--- src/rtl/intj_pkg.sv ---
package intj_pkg;

  // positions of the lines inside the sampler vector
  localparam int LN_CLK  = 0;
  localparam int LN_DAT  = 1;
  localparam int LN_IDLE = 2;
  localparam int LN_NUM  = 3;

  typedef enum logic [1:0] {
    SQ_IDLE       = 2'd0,
    SQ_WAIT_BEGIN = 2'd1,
    SQ_WAIT_B0    = 2'd2,
    SQ_WAIT_B1    = 2'd3
  } seq_state_t;

endpackage

--- src/rtl/intj_line_sampler.sv ---
module intj_line_sampler
  import intj_pkg::*;
(
  input  logic clk,
  input  logic rst,
  input  logic bus_clk_i,
  input  logic bus_dat_i,
  input  logic node_idle_i,
  output logic clk_high_o,
  output logic clk_rise_o,
  output logic clk_fall_o,
  output logic dat_rise_o,
  output logic dat_now_o,
  output logic idle_o
);

  logic [LN_NUM-1:0] raw;
  logic [LN_NUM-1:0] cur;
  logic [LN_NUM-1:0] prv;

  assign raw[LN_CLK]  = bus_clk_i;
  assign raw[LN_DAT]  = bus_dat_i;
  assign raw[LN_IDLE] = node_idle_i;

  // two sample stages per line; reset value matches an idle bus (all high)
  genvar g;
  for (g = 0; g < LN_NUM; g++) begin : g_line
    logic c_q;
    logic p_q;
    always_ff @(posedge clk) begin
      if (rst) begin
        c_q <= 1'b1;
        p_q <= 1'b1;
      end else begin
        c_q <= raw[g];
        p_q <= c_q;
      end
    end
    assign cur[g] = c_q;
    assign prv[g] = p_q;
  end

  assign clk_high_o = cur[LN_CLK] & prv[LN_CLK];
  assign clk_rise_o = cur[LN_CLK] & ~prv[LN_CLK];
  assign clk_fall_o = ~cur[LN_CLK] & prv[LN_CLK];
  assign dat_rise_o = cur[LN_DAT] & ~prv[LN_DAT];
  assign dat_now_o  = cur[LN_DAT];
  assign idle_o     = cur[LN_IDLE];

endmodule

--- src/rtl/intj_pulse_counter.sv ---
module intj_pulse_counter #(
  parameter int PULSES_N = 3
) (
  input  logic clk,
  input  logic rst,
  input  logic clk_high_i,
  input  logic clk_fall_i,
  input  logic dat_rise_i,
  input  logic idle_i,
  output logic fire_o
);

  localparam int CW = $clog2(PULSES_N + 1);
  localparam logic [CW-1:0] CNT_LAST = CW'(PULSES_N - 1);
  localparam logic [CW-1:0] CNT_FULL = CW'(PULSES_N);

  logic [CW-1:0] cnt_q;
  logic          bump;

  assign bump   = clk_high_i & dat_rise_i;
  assign fire_o = ~idle_i & bump & (cnt_q == CNT_LAST);

  always_ff @(posedge clk) begin
    if (rst || idle_i) begin
      cnt_q <= '0;
    end else if (clk_fall_i) begin
      cnt_q <= '0;
    end else if (bump && (cnt_q != CNT_FULL)) begin
      cnt_q <= cnt_q + 1'b1;
    end
  end

  // clock not high: the count may never grow
  assert_low_ignored_R2: assert property (@(posedge clk) disable iff (rst)
    !clk_high_i |=> (cnt_q <= $past(cnt_q)));

  // the firing pulse lands the count on its saturation value
  assert_fire_full_R1: assert property (@(posedge clk) disable iff (rst)
    fire_o |=> (cnt_q == CNT_FULL));

  // a falling clock always empties the count
  assert_fall_clears_R3: assert property (@(posedge clk) disable iff (rst)
    clk_fall_i |=> (cnt_q == '0));

endmodule

--- src/rtl/intj_ctrl_seq.sv ---
module intj_ctrl_seq
  import intj_pkg::*;
(
  input  logic clk,
  input  logic rst,
  input  logic fire_i,
  input  logic clk_rise_i,
  input  logic dat_now_i,
  input  logic idle_i,
  output logic intj_stb_o,
  output logic begin_stb_o,
  output logic cb0_stb_o,
  output logic cb1_stb_o,
  output logic cbit_o,
  output logic nested_o,
  output logic busy_o
);

  seq_state_t state_q;
  logic intj_q, begin_q, cb0_q, cb1_q, cbit_q, nested_q;

  always_ff @(posedge clk) begin
    if (rst) begin
      state_q  <= SQ_IDLE;
      intj_q   <= 1'b0;
      begin_q  <= 1'b0;
      cb0_q    <= 1'b0;
      cb1_q    <= 1'b0;
      cbit_q   <= 1'b0;
      nested_q <= 1'b0;
    end else begin
      intj_q  <= 1'b0;
      begin_q <= 1'b0;
      cb0_q   <= 1'b0;
      cb1_q   <= 1'b0;
      if (idle_i) begin
        state_q  <= SQ_IDLE;
        nested_q <= 1'b0;
      end else if (fire_i) begin
        nested_q <= (state_q != SQ_IDLE);
        state_q  <= SQ_WAIT_BEGIN;
        intj_q   <= 1'b1;
      end else if (clk_rise_i) begin
        case (state_q)
          SQ_WAIT_BEGIN: begin
            state_q <= SQ_WAIT_B0;
            begin_q <= 1'b1;
          end
          SQ_WAIT_B0: begin
            state_q <= SQ_WAIT_B1;
            cb0_q   <= 1'b1;
            cbit_q  <= dat_now_i;
          end
          SQ_WAIT_B1: begin
            state_q <= SQ_IDLE;
            cb1_q   <= 1'b1;
            cbit_q  <= dat_now_i;
          end
          default: ;
        endcase
      end
    end
  end

  assign intj_stb_o  = intj_q;
  assign begin_stb_o = begin_q;
  assign cb0_stb_o   = cb0_q;
  assign cb1_stb_o   = cb1_q;
  assign cbit_o      = cbit_q;
  assign nested_o    = nested_q;
  assign busy_o      = (state_q != SQ_IDLE);

  assert_idle_clears_R6: assert property (@(posedge clk) disable iff (rst)
    idle_i |=> (state_q == SQ_IDLE && !nested_q && !intj_q));

  assert_nested_restart_R7: assert property (@(posedge clk) disable iff (rst)
    (fire_i && !idle_i && state_q != SQ_IDLE) |=>
      (nested_q && intj_q && state_q == SQ_WAIT_BEGIN));

  assert_cb0_then_b1_R5: assert property (@(posedge clk) disable iff (rst)
    cb0_q |-> (state_q == SQ_WAIT_B1));

  assert_cb1_leaves_R5: assert property (@(posedge clk) disable iff (rst)
    cb1_q |-> (state_q == SQ_IDLE));

endmodule

--- src/rtl/intj_detector.sv ---
module intj_detector #(
  parameter int PULSES_N = 3
) (
  input  logic clk,
  input  logic rst,
  input  logic bus_clk_i,
  input  logic bus_dat_i,
  input  logic node_idle_i,
  output logic intj_stb_o,
  output logic begin_stb_o,
  output logic cb0_stb_o,
  output logic cb1_stb_o,
  output logic cbit_o,
  output logic nested_o,
  output logic busy_o
);

  logic clk_high, clk_rise, clk_fall, dat_rise, dat_now, idle_s;
  logic fire;

  intj_line_sampler u_smp (
    .clk         (clk),
    .rst         (rst),
    .bus_clk_i   (bus_clk_i),
    .bus_dat_i   (bus_dat_i),
    .node_idle_i (node_idle_i),
    .clk_high_o  (clk_high),
    .clk_rise_o  (clk_rise),
    .clk_fall_o  (clk_fall),
    .dat_rise_o  (dat_rise),
    .dat_now_o   (dat_now),
    .idle_o      (idle_s)
  );

  intj_pulse_counter #(.PULSES_N(PULSES_N)) u_cnt (
    .clk        (clk),
    .rst        (rst),
    .clk_high_i (clk_high),
    .clk_fall_i (clk_fall),
    .dat_rise_i (dat_rise),
    .idle_i     (idle_s),
    .fire_o     (fire)
  );

  intj_ctrl_seq u_seq (
    .clk         (clk),
    .rst         (rst),
    .fire_i      (fire),
    .clk_rise_i  (clk_rise),
    .dat_now_i   (dat_now),
    .idle_i      (idle_s),
    .intj_stb_o  (intj_stb_o),
    .begin_stb_o (begin_stb_o),
    .cb0_stb_o   (cb0_stb_o),
    .cb1_stb_o   (cb1_stb_o),
    .cbit_o      (cbit_o),
    .nested_o    (nested_o),
    .busy_o      (busy_o)
  );

  assert_strobe_onehot_R5: assert property (@(posedge clk) disable iff (rst)
    $onehot0({intj_stb_o, begin_stb_o, cb0_stb_o, cb1_stb_o}));

  assert_reset_quiet_R8: assert property (@(posedge clk)
    rst |=> !(intj_stb_o || begin_stb_o || cb0_stb_o || cb1_stb_o || busy_o || nested_o));

endmodule

--- config.mk ---
export PLATFORM = sky130hd
export DESIGN_NAME = intj_detector
export DESIGN_NICKNAME = d
export VERILOG_FILES = /design/src/rtl/intj_pkg.sv /design/src/rtl/intj_line_sampler.sv /design/src/rtl/intj_pulse_counter.sv /design/src/rtl/intj_ctrl_seq.sv /design/src/rtl/intj_detector.sv
export SDC_FILE = /design/constraint.sdc
export NUM_CORES = 1
export LEC_CHECK = 0
export BUFFER_PORTS_ARGS = -buffer_cell sky130_fd_sc_hd__clkbuf_2
export CAP_MARGIN = 20
export CELL_PAD_IN_SITES_DETAIL_PLACEMENT = 1
export CELL_PAD_IN_SITES_GLOBAL_PLACEMENT = 1
export CORE_MARGIN = 10
export CORE_UTILIZATION = 41
export DETAILED_ROUTE_END_ITERATION = 8
export MAX_ROUTING_LAYER = met4
export PLACE_DENSITY_LB_ADDON = 0.1
export SLEW_MARGIN = 20
export SYNTH_ARGS = -nofsm -noshare
export SYNTH_HDL_FRONTEND = slang
export SYNTH_SLANG_ARGS = --single-unit
--- constraint.sdc ---
create_clock -name clk -period 2 [get_ports clk]
set_input_delay 0.4 -clock clk [delete_from_list [all_inputs] [get_ports clk]]
set_output_delay 0.4 -clock clk [all_outputs]
set_load 0.02 [all_outputs]
Yosys cells after proc, flatten, opt, wreduce, memory -nomap -nowiden
Cells that the tools add are included.
{"block": "classes", "n_reduce_logical": 14, "n_lt_le_gt_ge": 0, "n_addsub": 1, "shift": 0, "div_mod_pow": 0, "eq_ne": 5, "bitwise": 13, "mux": 7, "n_mul": 0}
{"op": "1-bit bitwise AND", "count": 7}
{"op": "2-bit == test, second input constant", "count": 3}
{"op": "1-bit two-way mux", "count": 6}
{"op": "1-bit inverter", "count": 6}
{"op": "2-bit one-hot mux with 3 select lines", "count": 1}
{"op": "2-bit OR reduction", "count": 3}
{"op": "2-bit AND reduction", "count": 2}
{"op": "4-bit AND reduction", "count": 1}
{"op": "2-bit nonzero test", "count": 2}
{"op": "4-bit nonzero test", "count": 1}
{"op": "4-bit OR reduction", "count": 1}
{"op": "3-bit nonzero test", "count": 1}
{"op": "3-bit OR reduction", "count": 1}
{"op": "2-bit by 1-bit adder with 2-bit output, second input constant", "count": 1}
{"op": "2-bit by 1-bit == test with 1-bit output, second input constant", "count": 1}
{"op": "2-bit inequality test, second input constant", "count": 1}
{"op": "1-bit logical AND", "count": 1}
{"op": "1-bit logical OR", "count": 1}
{"block": "totals", "memories": 0, "romBits": 0, "ramBits": 0, "latch_bits": 0, "register_bits": 15}

Longest topological paths before layout
{"block": "depth", "depth_word": 7, "ltp_mapped": 5}

Modules after synthesis
A second synthesis with hierarchy kept.
{"block": "unflattened", "cells_unflattened": 61, "hier_area_um2": 670.6}
{"mod": "intj_ctrl_seq", "area_each_um2": 376.6, "n_inst": 1, "seq_area_each_um2": 160.2, "cells_per_inst": 34}
{"mod": "intj_line_sampler", "area_each_um2": 156.4, "n_inst": 1, "seq_area_each_um2": 100.1, "cells_per_inst": 14}
{"mod": "intj_pulse_counter", "area_each_um2": 137.6, "n_inst": 1, "seq_area_each_um2": 40.0, "cells_per_inst": 13}

Least setup slack after synthesis
OpenSTA, ideal clock, no wires.
{"block": "synth_path", "kind": "reg-to-reg", "from": "register u_cnt.cnt_q[0]", "to": "register u_cnt.cnt_q[1]", "required_time_ns": 1.930, "arrival_ns": 1.101, "path_slack_ns": 0.829, "period_less_slack_ns": 1.171, "stages_incl_launch_ff": 5, "cell_sequence": "dfxtp_1 > inv_1 > ha_1 > or3_1 > a21oi_1"}
{"block": "synth_between", "elab_chain_cells": 2, "elab_cells_between_ends": 3, "cone_classes": "1 x add/sub; 1 x eq/ne; 1 x reduce/logical"}
{"element": "start, declared", "line": "intj_pulse_counter.sv:17", "rtl": "logic [CW-1:0] cnt_q;"}
{"element": "start signal, assigned", "line": "intj_pulse_counter.sv:29", "rtl": "cnt_q <= cnt_q + 1'b1;"}
{"element": "branches (longest 2 deep; another with 2-bit by 1-bit adder with 2-bit output)"}
Parallel ways; which one is timed is not known.
A chain may end at the register's enable or synchronous reset.

Worst setup path in the final report
{"block": "layout_path", "from": "register u_seq.state_q[1]", "to": "output port busy_o"}
{"block": "layout_between", "elab_chain_cells": 1}
{"element": "start, declared", "line": "intj_ctrl_seq.sv:19", "rtl": "seq_state_t state_q;"}
{"element": "start signal, assigned", "line": "intj_ctrl_seq.sv:24", "rtl": "state_q <= SQ_IDLE;"}
{"element": "start signal, assigned", "line": "intj_ctrl_seq.sv:37", "rtl": "state_q <= SQ_IDLE;"}
{"element": "start signal, assigned", "line": "intj_ctrl_seq.sv:41", "rtl": "state_q <= SQ_WAIT_BEGIN;"}
{"element": "2-bit nonzero test", "line": "intj_ctrl_seq.sv:71", "rtl": "assign busy_o = (state_q != SQ_IDLE);"}
{"element": "end, declared", "line": "intj_detector.sv:15", "rtl": "output logic busy_o"}
Every way passes these cells.

==> impl_metrics.py <==
metrics = {
    "outcome": {
        "outcome": "complete, no violations",
    },
    "placed_design": {
        "port_buffers": 11,
        "dp_hpwl_um": 933.2,
        "place_congestion": 0.6884,
    },
    "clocking": {
        "ctsHtreeMaxLevel": 1,
        "cts_tree": "yes",
        "cts-resized-gates": 0,
        "cts_root_buffer": "clkbuf_4",
        "path_clk_slew_ps": 90,
        "ctsHoldBuffers": 0,
        "clk_latency_ps": 290,
        "cts.sinks": 15,
        "post_cts_buffers": 0,
        "cts_buffer_depth": 2,
        "cts_buffers": 3,
    },
    "floorplan": {
        "die-area_mm2": 0.003330,
        "rows": 13,
        "die_x_um": 57.71,
        "start_util": 0.4425,
        "core_area_mm2": 0.001318,
        "ios": 12,
        "die_h_um": 57.71,
    },
    "critical_path": {
        "cp_slowest_cell": "dfxtp_1",
        "crit_type": "reg2out",
        "max_stage_delay_ps": 360,
        "required_ps": 1600,
        "cp-start-kind": "register",
        "reg2reg_from": "u_cnt.cnt_q[0]$_SDFFE_PP0P_",
        "crit_arrival_ps": 1120,
        "rrSetupSlack_ps": 750,
        "crit_path_start": "u_seq.state_q[1]$_SDFFE_PP0P_",
        "cp_max_fo": 5,
        "crit_chain": "or2_2 -> clkbuf_2",
        "end_kind": "output pin",
    },
    "synth": {
        "asyncSetResetFlopFracSynth": 0,
        "synthDistinctLibCells": 23,
        "ys_seq_area_frac": 0.5150,
        "synth_enable_flop_cells": 0,
        "netlist_area_um2": 583.1,
        "synthCells": 56,
        "synth_fp_nets": 63,
        "synth_ff_type": "dfxtp_1",
        "yosys_register_bits": 15,
        "ys.warnings.count": 0,
        "syn_area_per_cell_um2": 10.41,
    },
    "timing": {
        "max-slew-margin-rel": 0.7985,
        "finalMaxSlewViolations": 0,
        "fin_crit_sh": 0.7588,
        "skew_ps": 9.292,
        "max_freq_mhz": 659.0,
        "rsz0062_at_grt": "no",
        "fin_setup_tns_ps": 0,
        "hold_slack_ps": 295.0,
        "setup_viol": 0,
        "tightest_slew_ps": 301.6,
        "final_hold_viol_count": 0,
        "fin_crit_ps": 1518,
    },
    "hold_path": {
        "holdCritStartpoint": "bus_clk_i",
        "hp-class": "in2reg",
    },
    "pwr": {
        "static-leakage-power_nw": 0.2811,
        "combPwrFrac": 0.035,
        "power_mw": 0.4993,
        "ir_worst_vdd_mv": 0.4736,
        "pwr-share-clk": 0.346,
        "p_int_mw": 0.3911,
        "power_frac_seq": 0.619,
        "power_density_mw_per_mm2": 736.2,
        "p_switching_mw": 0.1082,
        "switching_share": 0.2167,
    },
    "drt": {
        "wirelength_um": 1199,
        "wl_per_cell_um": 14.11,
        "drc_errors": 0,
        "drt-pass1-iter-count": 2,
        "num_vias": 442,
        "ant_nets": 0,
        "drt_iter0_drc": 3,
        "avgViaCountPerCell": 5.200,
    },
    "cells_and_area": {
        "fin_nets": 78,
        "areaGrowthSynthToFinish_pct": 16.31,
        "final_common_cell": "dfxtp_1",
        "layout_common_cells": "dfxtp_1, clkbuf_2, or2_2",
        "drive_above_1_share": 0.3571,
        "antenna_cells": 0,
    },
    "grt": {
        "grt_pass1_wl_um": 2152,
        "globalRouteOverflowTotal": 0,
        "grt_antenna_before_repair": 0,
        "grt_use_total": 0.08645,
        "grt_pass1_vias": 453,
        "grt_max_degree": 12,
    },
    "flow_run": {
        "drv_cap": 0,
    },
}
-- critical path, delay by kind of cell (launching register included) --
family / cells / cell delay (ps)
flip-flops: 1 / 360
buffers and inverters: 1 / 160
AND/OR/NAND/NOR: 1 / 300
-- layout make-up --
| cell class | instances | area (µm²) |
|---|---|---|
| fill | 157 | 639.4 |
| sequential | 15 | 300.3 |
| multi-input combinational | 37 | 266.5 |
| timing repair buffer | 11 | 55.05 |
| clock buffer | 4 | 26.28 |
| tap | 15 | 18.77 |
| inverter | 3 | 11.26 |
-- registers in the layout, summed over array words and instances, names as in the netlist --
signal             cells
u_seq.intj_stb_o       1
u_smp.idle_o           1
u_smp.g_line.c_q       1
u_seq.cbit_o           1
u_smp.dat_now_o        1
u_seq.begin_stb_o      1
u_smp.g_line.p_q       2
u_cnt.cnt_q            2
u_seq.state_q          2
u_seq.cb1_stb_o        1
u_seq.cb0_stb_o        1
u_seq.nested_o         1
-- logic make-up after synthesis --
family,after synthesis,synth area share
simple gates,24,0.2854
flops,15,0.5150
compound gates,8,0.07941
buf+inv,4,0.02789
mux,2,0.03434
fa+ha+maj,2,0.04291
xor+xnor,1,0.01502
-- power groups by stage --
stage / Sequential [mW] / Clock, mW / Combinational (mW)
floorplan: 0.314 / 0 / 0.0126
global placement: 0.316 / 0 / 0.0172
detailed placement: 0.316 / 0 / 0.0177
CTS: 0.309 / 0.184 / 0.0177
global route: 0.310 / 0.203 / 0.0199
finish: 0.309 / 0.173 / 0.0175
-- stage by stage --
stage | area, µm² | cells | util | setup slack [ps]
floorplan | 583.1 | 56 | - | 829.2
global placement | 651.9 | 81 | 0.4948 | 654.5
detailed placement | 651.9 | 81 | 0.4948 | 572.2
CTS | 678.2 | 85 | 0.5147 | 464.3
global route | 678.2 | 85 | 0.5147 | 406.0
finish | 678.2 | 85 | 0.5147 | 482.5
-- final timing paths --
check | end | depth (start not counted)
worst min-delay path | u_smp.g_line[0].c_q$_SDFF_PP1_ | 2
worst max register to register | u_cnt.cnt_q[1]$_SDFFE_PP0P_ | 4
worst max-delay path | busy_o | 2
worst min register to register | u_seq.cbit_o$_SDFFE_PP0P_ | 2
-- metal layers --
layer	GRT usage	routed length, µm
met2	0.1135	512
met3	0.04793	74
met5	-	0
met4	0.06040	32
met1	0.09606	580
-- cells in the mapped netlist, types with 2 or more instances --
master,count,area share
mux2i_1,2,0.034
dfxtp_1,15,0.52
or3_1,2,0.021
inv_1,3,0.019
nand2b_1,2,0.021
and4bb_2,2,0.043
or2_2,7,0.075
nor3_1,2,0.017
o21ai_0,2,0.017
a21oi_1,3,0.026
nor2_1,3,0.019
ha_1,2,0.043
(Power assumes the default switching activity.)
